===== src/rtl/dcp_pkg.sv =====
package dcp_pkg;
    localparam int WORD_W = 32;
    localparam int FLD_W  = 12;
    localparam int BPW    = WORD_W / 8;

    // control word of a descriptor
    typedef struct packed {
        logic             owner;   // 1 = engine
        logic             eof;
        logic [5:0]       rsvd;
        logic [FLD_W-1:0] length;
        logic [FLD_W-1:0] size;
    } ctl_t;

    typedef struct packed {
        logic              last;
        logic [WORD_W-1:0] data;
    } beat_t;

    typedef enum logic [2:0] {
        S_IDLE, S_HDR, S_BUF, S_NXT, S_XFER, S_MOVE, S_WB, S_ERR
    } ch_st_e;

    function automatic ctl_t retire(ctl_t d, logic clr, logic eof,
                                    logic [FLD_W-1:0] len);
        ctl_t r = d;
        if (clr) r.owner = 1'b0;
        r.eof    = eof;
        r.length = len;
        return r;
    endfunction
endpackage


===== src/rtl/dcp_fifo.sv =====
module dcp_fifo #(
    parameter int W     = 33,
    parameter int DEPTH = 4
) (
    input  logic         clk,
    input  logic         rst,
    input  logic         i_valid,
    output logic         i_ready,
    input  logic [W-1:0] i_data,
    output logic         o_valid,
    input  logic         o_ready,
    output logic [W-1:0] o_data
);
    localparam int PW = (DEPTH > 1) ? $clog2(DEPTH) : 1;

    logic [W-1:0]  store [DEPTH];
    logic [PW-1:0] wp, rp;
    logic [PW:0]   cnt;
    logic          push, pop;

    assign i_ready = cnt != (PW+1)'(DEPTH);
    assign o_valid = cnt != '0;
    assign o_data  = store[rp];
    assign push    = i_valid && i_ready;
    assign pop     = o_valid && o_ready;

    always_ff @(posedge clk) begin
        if (rst) begin
            wp <= '0; rp <= '0; cnt <= '0;
        end else begin
            if (push) begin
                store[wp] <= i_data;
                wp <= (wp == PW'(DEPTH-1)) ? '0 : wp + 1'b1;
            end
            if (pop) rp <= (rp == PW'(DEPTH-1)) ? '0 : rp + 1'b1;
            cnt <= cnt + (PW+1)'(push) - (PW+1)'(pop);
        end
    end
endmodule


===== src/rtl/dcp_arb.sv =====
module dcp_arb #(
    parameter int ADDR_W = 16
) (
    input  logic              clk,
    input  logic              rst,
    // port a: high priority (receive)
    input  logic              a_req,
    input  logic              a_we,
    input  logic [ADDR_W-1:0] a_addr,
    input  logic [31:0]       a_wdata,
    output logic              a_gnt,
    output logic              a_rvalid,
    // port b: transmit
    input  logic              b_req,
    input  logic              b_we,
    input  logic [ADDR_W-1:0] b_addr,
    input  logic [31:0]       b_wdata,
    output logic              b_gnt,
    output logic              b_rvalid,
    // memory
    output logic              mem_req,
    output logic              mem_we,
    output logic [ADDR_W-1:0] mem_addr,
    output logic [31:0]       mem_wdata,
    input  logic              mem_gnt,
    input  logic              mem_rvalid
);
    logic hold_q, sel_q, rd_a_q, sel;

    // a stalled request keeps its slot
    assign sel       = hold_q ? sel_q : a_req;
    assign mem_req   = sel ? a_req   : b_req;
    assign mem_we    = sel ? a_we    : b_we;
    assign mem_addr  = sel ? a_addr  : b_addr;
    assign mem_wdata = sel ? a_wdata : b_wdata;
    assign a_gnt     = sel  && mem_gnt;
    assign b_gnt     = !sel && mem_gnt;
    assign a_rvalid  = mem_rvalid && rd_a_q;
    assign b_rvalid  = mem_rvalid && !rd_a_q;

    always_ff @(posedge clk) begin
        if (rst) begin
            hold_q <= 1'b0; sel_q <= 1'b0; rd_a_q <= 1'b0;
        end else begin
            hold_q <= mem_req && !mem_gnt;
            sel_q  <= sel;
            if (mem_req && mem_gnt && !mem_we) rd_a_q <= sel;
        end
    end
endmodule


===== src/rtl/dcp_chan.sv =====
module dcp_chan
    import dcp_pkg::*;
#(
    parameter int ADDR_W = 16,
    parameter bit IS_RX  = 1'b0
) (
    input  logic              clk,
    input  logic              rst,
    input  logic              start,
    input  logic [ADDR_W-1:0] start_addr,
    input  logic              chk_en,
    input  logic              wb_en,
    output logic              req,
    output logic              we,
    output logic [ADDR_W-1:0] addr,
    output logic [31:0]       wdata,
    input  logic              gnt,
    input  logic              rvalid,
    input  logic [31:0]       rdata,
    // stream: output for transmit, input for receive
    output logic              s_valid_o,
    output beat_t             s_beat_o,
    input  logic              s_ready_i,
    input  logic              s_valid_i,
    input  beat_t             s_beat_i,
    output logic              s_ready_o,
    output logic              busy,
    output logic              err,
    output logic              eof_irq
);
    ch_st_e            st;
    logic              pend, last_q;
    logic [ADDR_W-1:0] ptr, bufa, nxt;
    ctl_t              hdr;
    logic [FLD_W-1:0]  cnt;
    logic [FLD_W:0]    cnt_nx;
    logic [31:0]       word;
    logic              limit;

    assign cnt_nx = {1'b0, cnt} + (FLD_W+1)'(BPW);
    assign limit  = IS_RX ? (cnt_nx >= {1'b0, hdr.size})
                          : (cnt_nx >= {1'b0, hdr.length});
    assign busy   = (st != S_IDLE) && (st != S_ERR);

    always_comb begin
        req = 1'b0; we = 1'b0; addr = ptr; wdata = hdr;
        s_valid_o = 1'b0; s_ready_o = 1'b0;
        s_beat_o  = '{last: hdr.eof && limit, data: word};
        unique case (st)
            S_HDR: req = !pend;
            S_BUF: begin req = !pend; addr = ptr + ADDR_W'(4); end
            S_NXT: begin req = !pend; addr = ptr + ADDR_W'(8); end
            S_XFER: begin
                addr = bufa + ADDR_W'(cnt);
                if (IS_RX) begin
                    req = s_valid_i; we = 1'b1; wdata = s_beat_i.data;
                    s_ready_o = gnt;
                end else begin
                    req = !pend;
                end
            end
            S_MOVE: s_valid_o = !IS_RX;
            S_WB: begin
                req = IS_RX || wb_en; we = 1'b1;
                wdata = IS_RX ? retire(hdr, wb_en, last_q, cnt)
                              : retire(hdr, 1'b1, hdr.eof, hdr.length);
            end
            default: ;
        endcase
    end

    always_ff @(posedge clk) begin
        if (rst) begin
            st <= S_IDLE; pend <= 1'b0; err <= 1'b0; eof_irq <= 1'b0;
            last_q <= 1'b0; ptr <= '0; bufa <= '0; nxt <= '0;
            hdr <= '0; cnt <= '0; word <= '0;
        end else begin
            if (req && gnt && !we) pend <= 1'b1;
            if (rvalid) pend <= 1'b0;
            unique case (st)
                S_IDLE, S_ERR: if (start) begin
                    ptr <= start_addr; err <= 1'b0; eof_irq <= 1'b0;
                    last_q <= 1'b0; st <= S_HDR;
                end
                S_HDR: if (rvalid) begin
                    hdr <= ctl_t'(rdata);
                    if (chk_en && !rdata[31]) begin
                        err <= 1'b1; st <= S_ERR;
                    end else st <= S_BUF;
                end
                S_BUF: if (rvalid) begin bufa <= rdata[ADDR_W-1:0]; st <= S_NXT; end
                S_NXT: if (rvalid) begin
                    nxt <= rdata[ADDR_W-1:0]; cnt <= '0; st <= S_XFER;
                end
                S_XFER: begin
                    if (IS_RX && gnt) begin
                        cnt    <= cnt_nx[FLD_W-1:0];
                        last_q <= s_beat_i.last;
                        if (s_beat_i.last || limit) st <= S_WB;
                    end
                    if (!IS_RX && rvalid) begin word <= rdata; st <= S_MOVE; end
                end
                S_MOVE: if (s_ready_i) begin
                    if (limit) st <= S_WB;
                    else begin cnt <= cnt_nx[FLD_W-1:0]; st <= S_XFER; end
                end
                S_WB: if (gnt || !req) begin
                    if (IS_RX && last_q) begin
                        eof_irq <= 1'b1; st <= S_IDLE;
                    end else if (nxt == '0) st <= S_IDLE;
                    else begin ptr <= nxt; st <= S_HDR; end
                end
                default: st <= S_IDLE;
            endcase
        end
    end
endmodule


===== src/rtl/desc_copy_dma.sv =====
module desc_copy_dma
    import dcp_pkg::*;
#(
    parameter int ADDR_W     = 16,
    parameter int FIFO_DEPTH = 4
) (
    input  logic              clk,
    input  logic              rst,
    input  logic              owner_chk_en,
    input  logic              auto_wb_en,
    input  logic              tx_start,
    input  logic [ADDR_W-1:0] tx_desc_addr,
    input  logic              rx_start,
    input  logic [ADDR_W-1:0] rx_desc_addr,
    output logic              mem_req,
    output logic              mem_we,
    output logic [ADDR_W-1:0] mem_addr,
    output logic [31:0]       mem_wdata,
    input  logic              mem_gnt,
    input  logic              mem_rvalid,
    input  logic [31:0]       mem_rdata,
    output logic              tx_busy,
    output logic              rx_busy,
    output logic              tx_err,
    output logic              rx_err,
    output logic              rx_eof_irq
);
    localparam int BEAT_W = $bits(beat_t);

    logic              t_req, t_we, t_gnt, t_rv, r_req, r_we, r_gnt, r_rv;
    logic [ADDR_W-1:0] t_addr, r_addr;
    logic [31:0]       t_wd, r_wd;
    logic              f_in_v, f_in_r, f_out_v, f_out_r;
    beat_t             f_in_b, f_out_b, t_unused_b, r_unused_b;
    logic              t_unused_r, r_unused_v, t_irq;
    logic [BEAT_W-1:0] f_out_raw;

    assign f_out_b    = beat_t'(f_out_raw);
    assign t_unused_b = '0;

    dcp_chan #(.ADDR_W(ADDR_W), .IS_RX(1'b0)) u_tx (
        .clk, .rst, .start(tx_start), .start_addr(tx_desc_addr),
        .chk_en(owner_chk_en), .wb_en(auto_wb_en),
        .req(t_req), .we(t_we), .addr(t_addr), .wdata(t_wd),
        .gnt(t_gnt), .rvalid(t_rv), .rdata(mem_rdata),
        .s_valid_o(f_in_v), .s_beat_o(f_in_b), .s_ready_i(f_in_r),
        .s_valid_i(1'b0), .s_beat_i(t_unused_b), .s_ready_o(t_unused_r),
        .busy(tx_busy), .err(tx_err), .eof_irq(t_irq)
    );

    dcp_fifo #(.W(BEAT_W), .DEPTH(FIFO_DEPTH)) u_fifo (
        .clk, .rst, .i_valid(f_in_v), .i_ready(f_in_r), .i_data(f_in_b),
        .o_valid(f_out_v), .o_ready(f_out_r), .o_data(f_out_raw)
    );

    dcp_chan #(.ADDR_W(ADDR_W), .IS_RX(1'b1)) u_rx (
        .clk, .rst, .start(rx_start), .start_addr(rx_desc_addr),
        .chk_en(owner_chk_en), .wb_en(auto_wb_en),
        .req(r_req), .we(r_we), .addr(r_addr), .wdata(r_wd),
        .gnt(r_gnt), .rvalid(r_rv), .rdata(mem_rdata),
        .s_valid_o(r_unused_v), .s_beat_o(r_unused_b), .s_ready_i(1'b0),
        .s_valid_i(f_out_v), .s_beat_i(f_out_b), .s_ready_o(f_out_r),
        .busy(rx_busy), .err(rx_err), .eof_irq(rx_eof_irq)
    );

    dcp_arb #(.ADDR_W(ADDR_W)) u_arb (
        .clk, .rst,
        .a_req(r_req), .a_we(r_we), .a_addr(r_addr), .a_wdata(r_wd),
        .a_gnt(r_gnt), .a_rvalid(r_rv),
        .b_req(t_req), .b_we(t_we), .b_addr(t_addr), .b_wdata(t_wd),
        .b_gnt(t_gnt), .b_rvalid(t_rv),
        .mem_req, .mem_we, .mem_addr, .mem_wdata, .mem_gnt, .mem_rvalid
    );
endmodule


===== config.mk =====
export PLATFORM = sky130hd
export DESIGN_NAME = desc_copy_dma
export DESIGN_NICKNAME = d
export VERILOG_FILES = /design/src/rtl/dcp_pkg.sv /design/src/rtl/dcp_fifo.sv /design/src/rtl/dcp_arb.sv /design/src/rtl/dcp_chan.sv /design/src/rtl/desc_copy_dma.sv
export SDC_FILE = /design/constraint.sdc
export NUM_CORES = 1
export LEC_CHECK = 0
export BUFFER_PORTS_ARGS = -buffer_cell sky130_fd_sc_hd__buf_2
export CORE_ASPECT_RATIO = 0.6
export CORE_MARGIN = 2
export CORE_UTILIZATION = 60
export CTS_BUF_LIST = sky130_fd_sc_hd__clkbuf_2
export CTS_CLUSTER_SIZE = 25
export DETAILED_ROUTE_END_ITERATION = 8
export PLACE_DENSITY = 0.89
export SYNTH_ARGS = -nofsm -noshare
export SYNTH_HDL_FRONTEND = slang
export SYNTH_HIERARCHICAL = 1
export SYNTH_SLANG_ARGS = --single-unit

===== constraint.sdc =====
create_clock -name clk -period 4.7 [get_ports clk]
set_input_delay 0.705 -clock clk [delete_from_list [all_inputs] [get_ports clk]]
set_output_delay 0.705 -clock clk [all_outputs]
set_load 0.02 [all_outputs]

Word level (Yosys, flattened, before mapping)

Memory sizes are Yosys's and may differ from the RTL's. A register that Yosys moved wholly into a read port is not among the register bits.
Index checks and enable logic that the tools add are counted.

Add/subtract/negate cells: 12
Multiply operators: 0
Div/mod/pow operators: 0
Magnitude comparators: 2
Equal/unequal tests: 40
Shift operators: 0
Multiplexer cells: 72
Bitwise gates (word level): 1
Reduce and logical (&&, ||, !) cells: 69

Operators by type and width:

| kind                    | number |
|---|---|
| $mux W16                | 8 |
| $pmux W16 S3            | 2 |
| $mux W32                | 2 |
| $pmux W16 S2            | 2 |
| $pmux W32 S2            | 1 |
| $mux W12                | 5 |
| $mux W3                 | 16 |
| $pmux W12 S2            | 2 |
| $add A16 B12 Y16        | 2 |
| $add A16 B3 Y16 const B | 2 |
| $add A16 B4 Y16 const B | 2 |
| $logic_not A16 Y1       | 2 |
| $add A12 B3 Y13 const B | 2 |
| $ge A13 B12 Y1          | 2 |
| $ne A2 B2 Y1 const B    | 13 |
| $eq A3 B3 Y1 const B    | 8 |
| $mux W1                 | 21 |
| $pmux W3 S7             | 1 |
| $reduce_and A4 Y1       | 5 |
| $pmux W3 S6             | 1 |
| $logic_and A1 B1 Y1     | 17 |
| $ne A2 B1 Y1 const B    | 8 |
| $reduce_and A2 Y1       | 7 |
| $reduce_bool A2 Y1      | 7 |
| other kinds (22)        | 58 |

Bits in registers: 238
Bits in latches: 0
Bits in writable memories: 132
Memory bits (read-only): 0
Input port bits: 72
Output and inout bits: 55
Word-level logic and storage cells: 230
Memories kept: 1

Memories:

| name         | depth | bits a word | rd ports | clocked after Yosys merged registers in | wr ports | RTL line       | source |
|---|---|---|---|---|---|---|---|
| u_fifo.store | 4     | 33          | 1        | 1                                       | 1        | dcp_fifo.sv:16 | `logic [W-1:0] store [DEPTH];` |

Longest topological paths before layout

Depth after elaboration: 9
Mapped depth: 20
Gate-level depth less buffers: 17

By module

The synthesis kept the hierarchy.

Modules (own cells, without submodules):

| module           | times used | cells an instance | area an instance (um^2) | sequential area each (um^2) |
|---|---|---|---|---|
| dcp_chan at u_tx | 1          | 889               | 6650.1                  | 2542.4 |
| dcp_chan at u_rx | 1          | 856               | 6150.9                  | 1941.9 |
| dcp_fifo         | 1          | 221               | 5253.8                  | 4144.0 |
| dcp_arb          | 1          | 73                | 800.8                   | 60.1 |
| desc_copy_dma    | 1          | 1                 | 3.8                     | 0.0 |

Worst setup path after synthesis

No wires, ideal clock.

Kind: reg2reg
Start: reg u_tx.st[0]
End: mem u_fifo.store[0][0], enable pin
Library setup time: 0.471 ns
Data arrival time: 3.419 ns
Required time: 4.229 ns
Setup slack: 0.810 ns
Cell stages (with the launch flop): 6
Buffers on the path: 1
Period minus slack after synthesis: 3.890 ns
Cell sequence: dfxtp_1 buf_4 inv_2 nor3b_4 nand2_4 nor3b_1

Longest elaborated chain between the ends: 6

Ends and longest elaborated chain:

| what                          | RTL line            | source |
|---|---|---|
| start, declared               | dcp_chan.sv:31      | `ch_st_e st;` |
| start signal, assigned        | dcp_chan.sv:74      | `st <= S_IDLE; pend <= 1'b0; err <= 1'b0; eof_irq <= 1'b0;` |
| start signal, assigned        | dcp_chan.sv:83      | `last_q <= 1'b0; st <= S_HDR;` |
| start signal, assigned        | dcp_chan.sv:88      | `err <= 1'b1; st <= S_ERR;` |
| $eq A3 B3 Y1                  | dcp_chan.sv:49      | `unique case (st)` |
| $mux W1                       | dcp_chan.sv:49      |  |
| net f_in_v                    | desc_copy_dma.sv:33 | `logic f_in_v, f_in_r, f_out_v, f_out_r;` |
| $logic_and A1 B1 Y1           | dcp_fifo.sv:24      | `assign push = i_valid && i_ready;` |
| $mux W1                       | dcp_fifo.sv:31      | `if (push) begin` |
| $mux W1                       | dcp_fifo.sv:28      | `if (rst) begin` |
| $mux W1 (implied by the code) | dcp_fifo.sv:32      | `store[wp] <= i_data;` |
| end, declared                 | dcp_fifo.sv:16      |  |

The timed path passes the listed nets, and every way through them passes these cells.

Worst setup path in the final report

Start: reg u_tx.cnt[3]
End: out mem_addr[8]

Longest elaborated chain between the ends: 3

Ends and longest elaborated chain:

| what                   | RTL line            | source |
|---|---|---|
| start, declared        | dcp_chan.sv:35      | `logic [FLD_W-1:0] cnt;` |
| start signal, assigned | dcp_chan.sv:97      | `cnt <= cnt_nx[FLD_W-1:0];` |
| $add A16 B12 Y16       | dcp_chan.sv:54      | `addr = bufa + ADDR_W'(cnt);` |
| $pmux W16 S3           | dcp_chan.sv:49      |  |
| net t_addr[8]          | desc_copy_dma.sv:31 | `logic [ADDR_W-1:0] t_addr, r_addr;` |
| $mux W16               | dcp_arb.sv:34       | `assign mem_addr = sel ? a_addr : b_addr;` |
| end, declared          | desc_copy_dma.sv:17 | `output logic [ADDR_W-1:0] mem_addr,` |

The timed path passes the listed nets, and every way through them passes these cells.

==> flow_metrics.py <==
metrics = {
    "run_status": {
        "outcome": "complete, no violations",
    },
    "critical_path": {
        "cp-end-kind": "output pin",
        "reg2reg_depth": 13,
        "rrSetupSlack_ns": 1.00,
        "reg2reg_to": "u_tx/ptr[12]",
        "cp-startpoint": "u_tx/cnt[3]",
        "cp-start-kind": "flop",
        "r2r-start": "u_fifo/cnt[1]",
        "endpoint": "mem_addr[8]",
        "worstPathArrival_ns": 3.83,
        "cp.required_ns": 3.99,
        "crit_type": "flop to output pin",
        "crit_path_max_fanout": 5,
    },
    "power": {
        "switching_share_pct": 38.37,
        "peakVddDrop_mv": 0.2564,
        "pwr-share-clk_pct": 24.5,
        "power.switching_w": 0.003217,
        "combPwrFrac_pct": 30.6,
        "powerDensity_nw_per_um2": 411.4,
        "p_int_w": 0.005168,
        "p_seq_share_pct": 44.9,
        "power_w": 0.008385,
        "leakage_nw": 7.965,
    },
    "floorplan": {
        "chipWidth_um": 231.2,
        "start_util_pct": 61.48,
        "row_count": 49,
        "die_y_um": 140.3,
        "core_area_sq_um": 30230,
        "ioPinCount": 127,
        "die-area_sq_um": 32440,
    },
    "place": {
        "placement.io_buffers": 126,
        "pre_cts_ws_ns": 0.8870,
        "routabilityCongestion": 0.9751,
        "hpwlAfterDp_um": 39230,
        "placed_area_sq_um": 19130,
    },
    "timing": {
        "tns_ns": 0,
        "slew_viol_final": 0,
        "finalSetupViolCount": 0,
        "fin_skew_ns": 0.1110,
        "worst_pin_slew_ns": 1.184,
        "max_freq_mhz": 220.4,
        "worst_slack_ns": 0.1628,
        "grt_setup_unrepaired": "no",
        "layout_min_cycle_time_ns": 4.537,
        "min_period_over_period_pct": 96.54,
        "final_hold_viol_count": 0,
        "relSlewSlack_pct": 20.94,
    },
    "layout": {
        "stdcell_area_sq_um": 20380,
        "final_nets": 2262,
        "mostFrequentLayoutCells": "nand2_1, dfxtp_1, a21oi_1",
        "final_common_cell": "nand2_1",
        "drive_above_1_share_pct": 19.47,
        "area_growth_pct": 9.689,
    },
    "cts": {
        "clock_sinks": 368,
        "clock_latency_ns": 1.05,
        "cts_buffer_depth": 3,
        "htree_levels": 3,
        "post_cts_buffers": 0,
        "clk_pin_slew_ns": 0.10,
        "cts_buffers": 84,
        "clockRootBuffer": "clkbuf_2",
        "cts_tree": "built",
    },
    "synth": {
        "ys_warn_count": 6,
        "syn_inst": 2002,
        "synth_area_sq_um": 18580,
        "syn-mean-instance-area_sq_um": 9.282,
        "synth_nets": 2128,
    },
    "worst_hold_path": {
        "hold_class": "input port to flop",
        "hp-start": "rx_desc_addr[11]",
    },
    "routing": {
        "drtIter0Drc": 2633,
        "first_pass_iters": 8,
        "via_per_inst": 6.311,
        "antenna_left": 0,
        "vias": 16460,
        "drc_errors": 0,
        "wirelength_um": 58880,
        "wl_per_cell_um": 22.58,
    },
    "global_route": {
        "gr-total-overflow": 0,
        "first_global_vias": 15530,
        "grt_pass1_wl_um": 87730,
        "grt_max_degree": 131,
        "antenna_found_initial": 3,
        "grtUsageTotal_pct": 35.79,
    },
    "job": {
        "max_cap_viol_count": 0,
    },
}
==> cell type report <==
type	count	area [sq um]
Antenna cell	2	5.005
Clock buffer	124	620.6
Clock inverter	24	131.4
Fill cell	2315	9843
Inverter	55	206.4
Multi-Input combinational cell	1425	8887
Sequential cell	368	8693
Tap cell	408	510.5
Timing Repair Buffer	202	1328
==> critical path, cell delays in order (launching register included) <==
cell       delay (ns)
dfxtp_1          0.43
ha_1             0.31
a211o_1          0.40
a21oi_2          0.26
nor2_1           0.10
a2111oi_1        0.46
or3_1            0.18
o211ai_1         0.20
mux2_2           0.33
buf_2            0.16
==> how the worst min path moves through the flow <==
stage,cells past startpoint,slack (ns),end
final,5,0.08,u_rx/ptr[11]
after global routing,3,-0.01,u_tx/nxt[8]
after CTS,3,0.001,u_tx/nxt[8]
after detailed placement,2,0.45,u_rx/hdr[18]
after global placement,2,0.44,u_tx/hdr[4]
after floorplan,2,0.43,u_tx/hdr[31]
==> power groups by stage <==
stage / clock [W] / combinational, W / sequential (W)
finish: 0.00206 / 0.00256 / 0.00376
global route: 0.00224 / 0.00271 / 0.00379
CTS: 0.00208 / 0.00248 / 0.00374
detailed placement: 0 / 0.00243 / 0.00382
global placement: 0 / 0.00239 / 0.00381
floorplan: 0 / 0.00192 / 0.00369
==> sequential cells by signal (all words and copies together) (netlist names), 2 cells and up, named ones only <==
name / count
u_tx/ptr: 16
u_rx/bufa: 16
u_fifo/cnt: 3
u_tx/nxt: 16
u_rx/cnt: 10
u_tx/cnt: 10
u_tx/hdr: 32
u_tx/st: 3
u_tx/word: 32
u_fifo/store: 132
u_rx/ptr: 16
u_rx/st: 3
u_rx/nxt: 16
u_fifo/wp: 2
u_rx/hdr: 32
u_tx/bufa: 16
u_fifo/rp: 2
==> timing repair <==
item / 4_1_cts / 5_1_grt
resized for setup: 2 / 5
endpoints found under the hold margin: 93 / 0
setup endpoints to repair: 2 / 2
hold buffers: 48 / 0
==> per-stage QoR <==
step / util [%] / hold slack (ns) / cells
3_5_place_dp: 63.29 / 0.4468 / 2410
4_1_cts: 67.38 / 0.001100 / 2606
2_1_floorplan: - / 0.4317 / 2002
5_1_grt: 67.43 / -0.01126 / 2608
6_report: 67.43 / 0.07893 / 2608
3_3_place_gp: 63.29 / 0.4385 / 2410
==> per-layer routing <==
metal  GRT usage [%]  vias up  share of wire (%)
met5               0        -              0.022
met4           13.01        2                3.1
met3           16.82      165                 16
met2           50.42     1143                 42
met1           48.03     7798                 40
li1                -     7352                  -
Note: power is estimated with default switching activity, not from simulation.
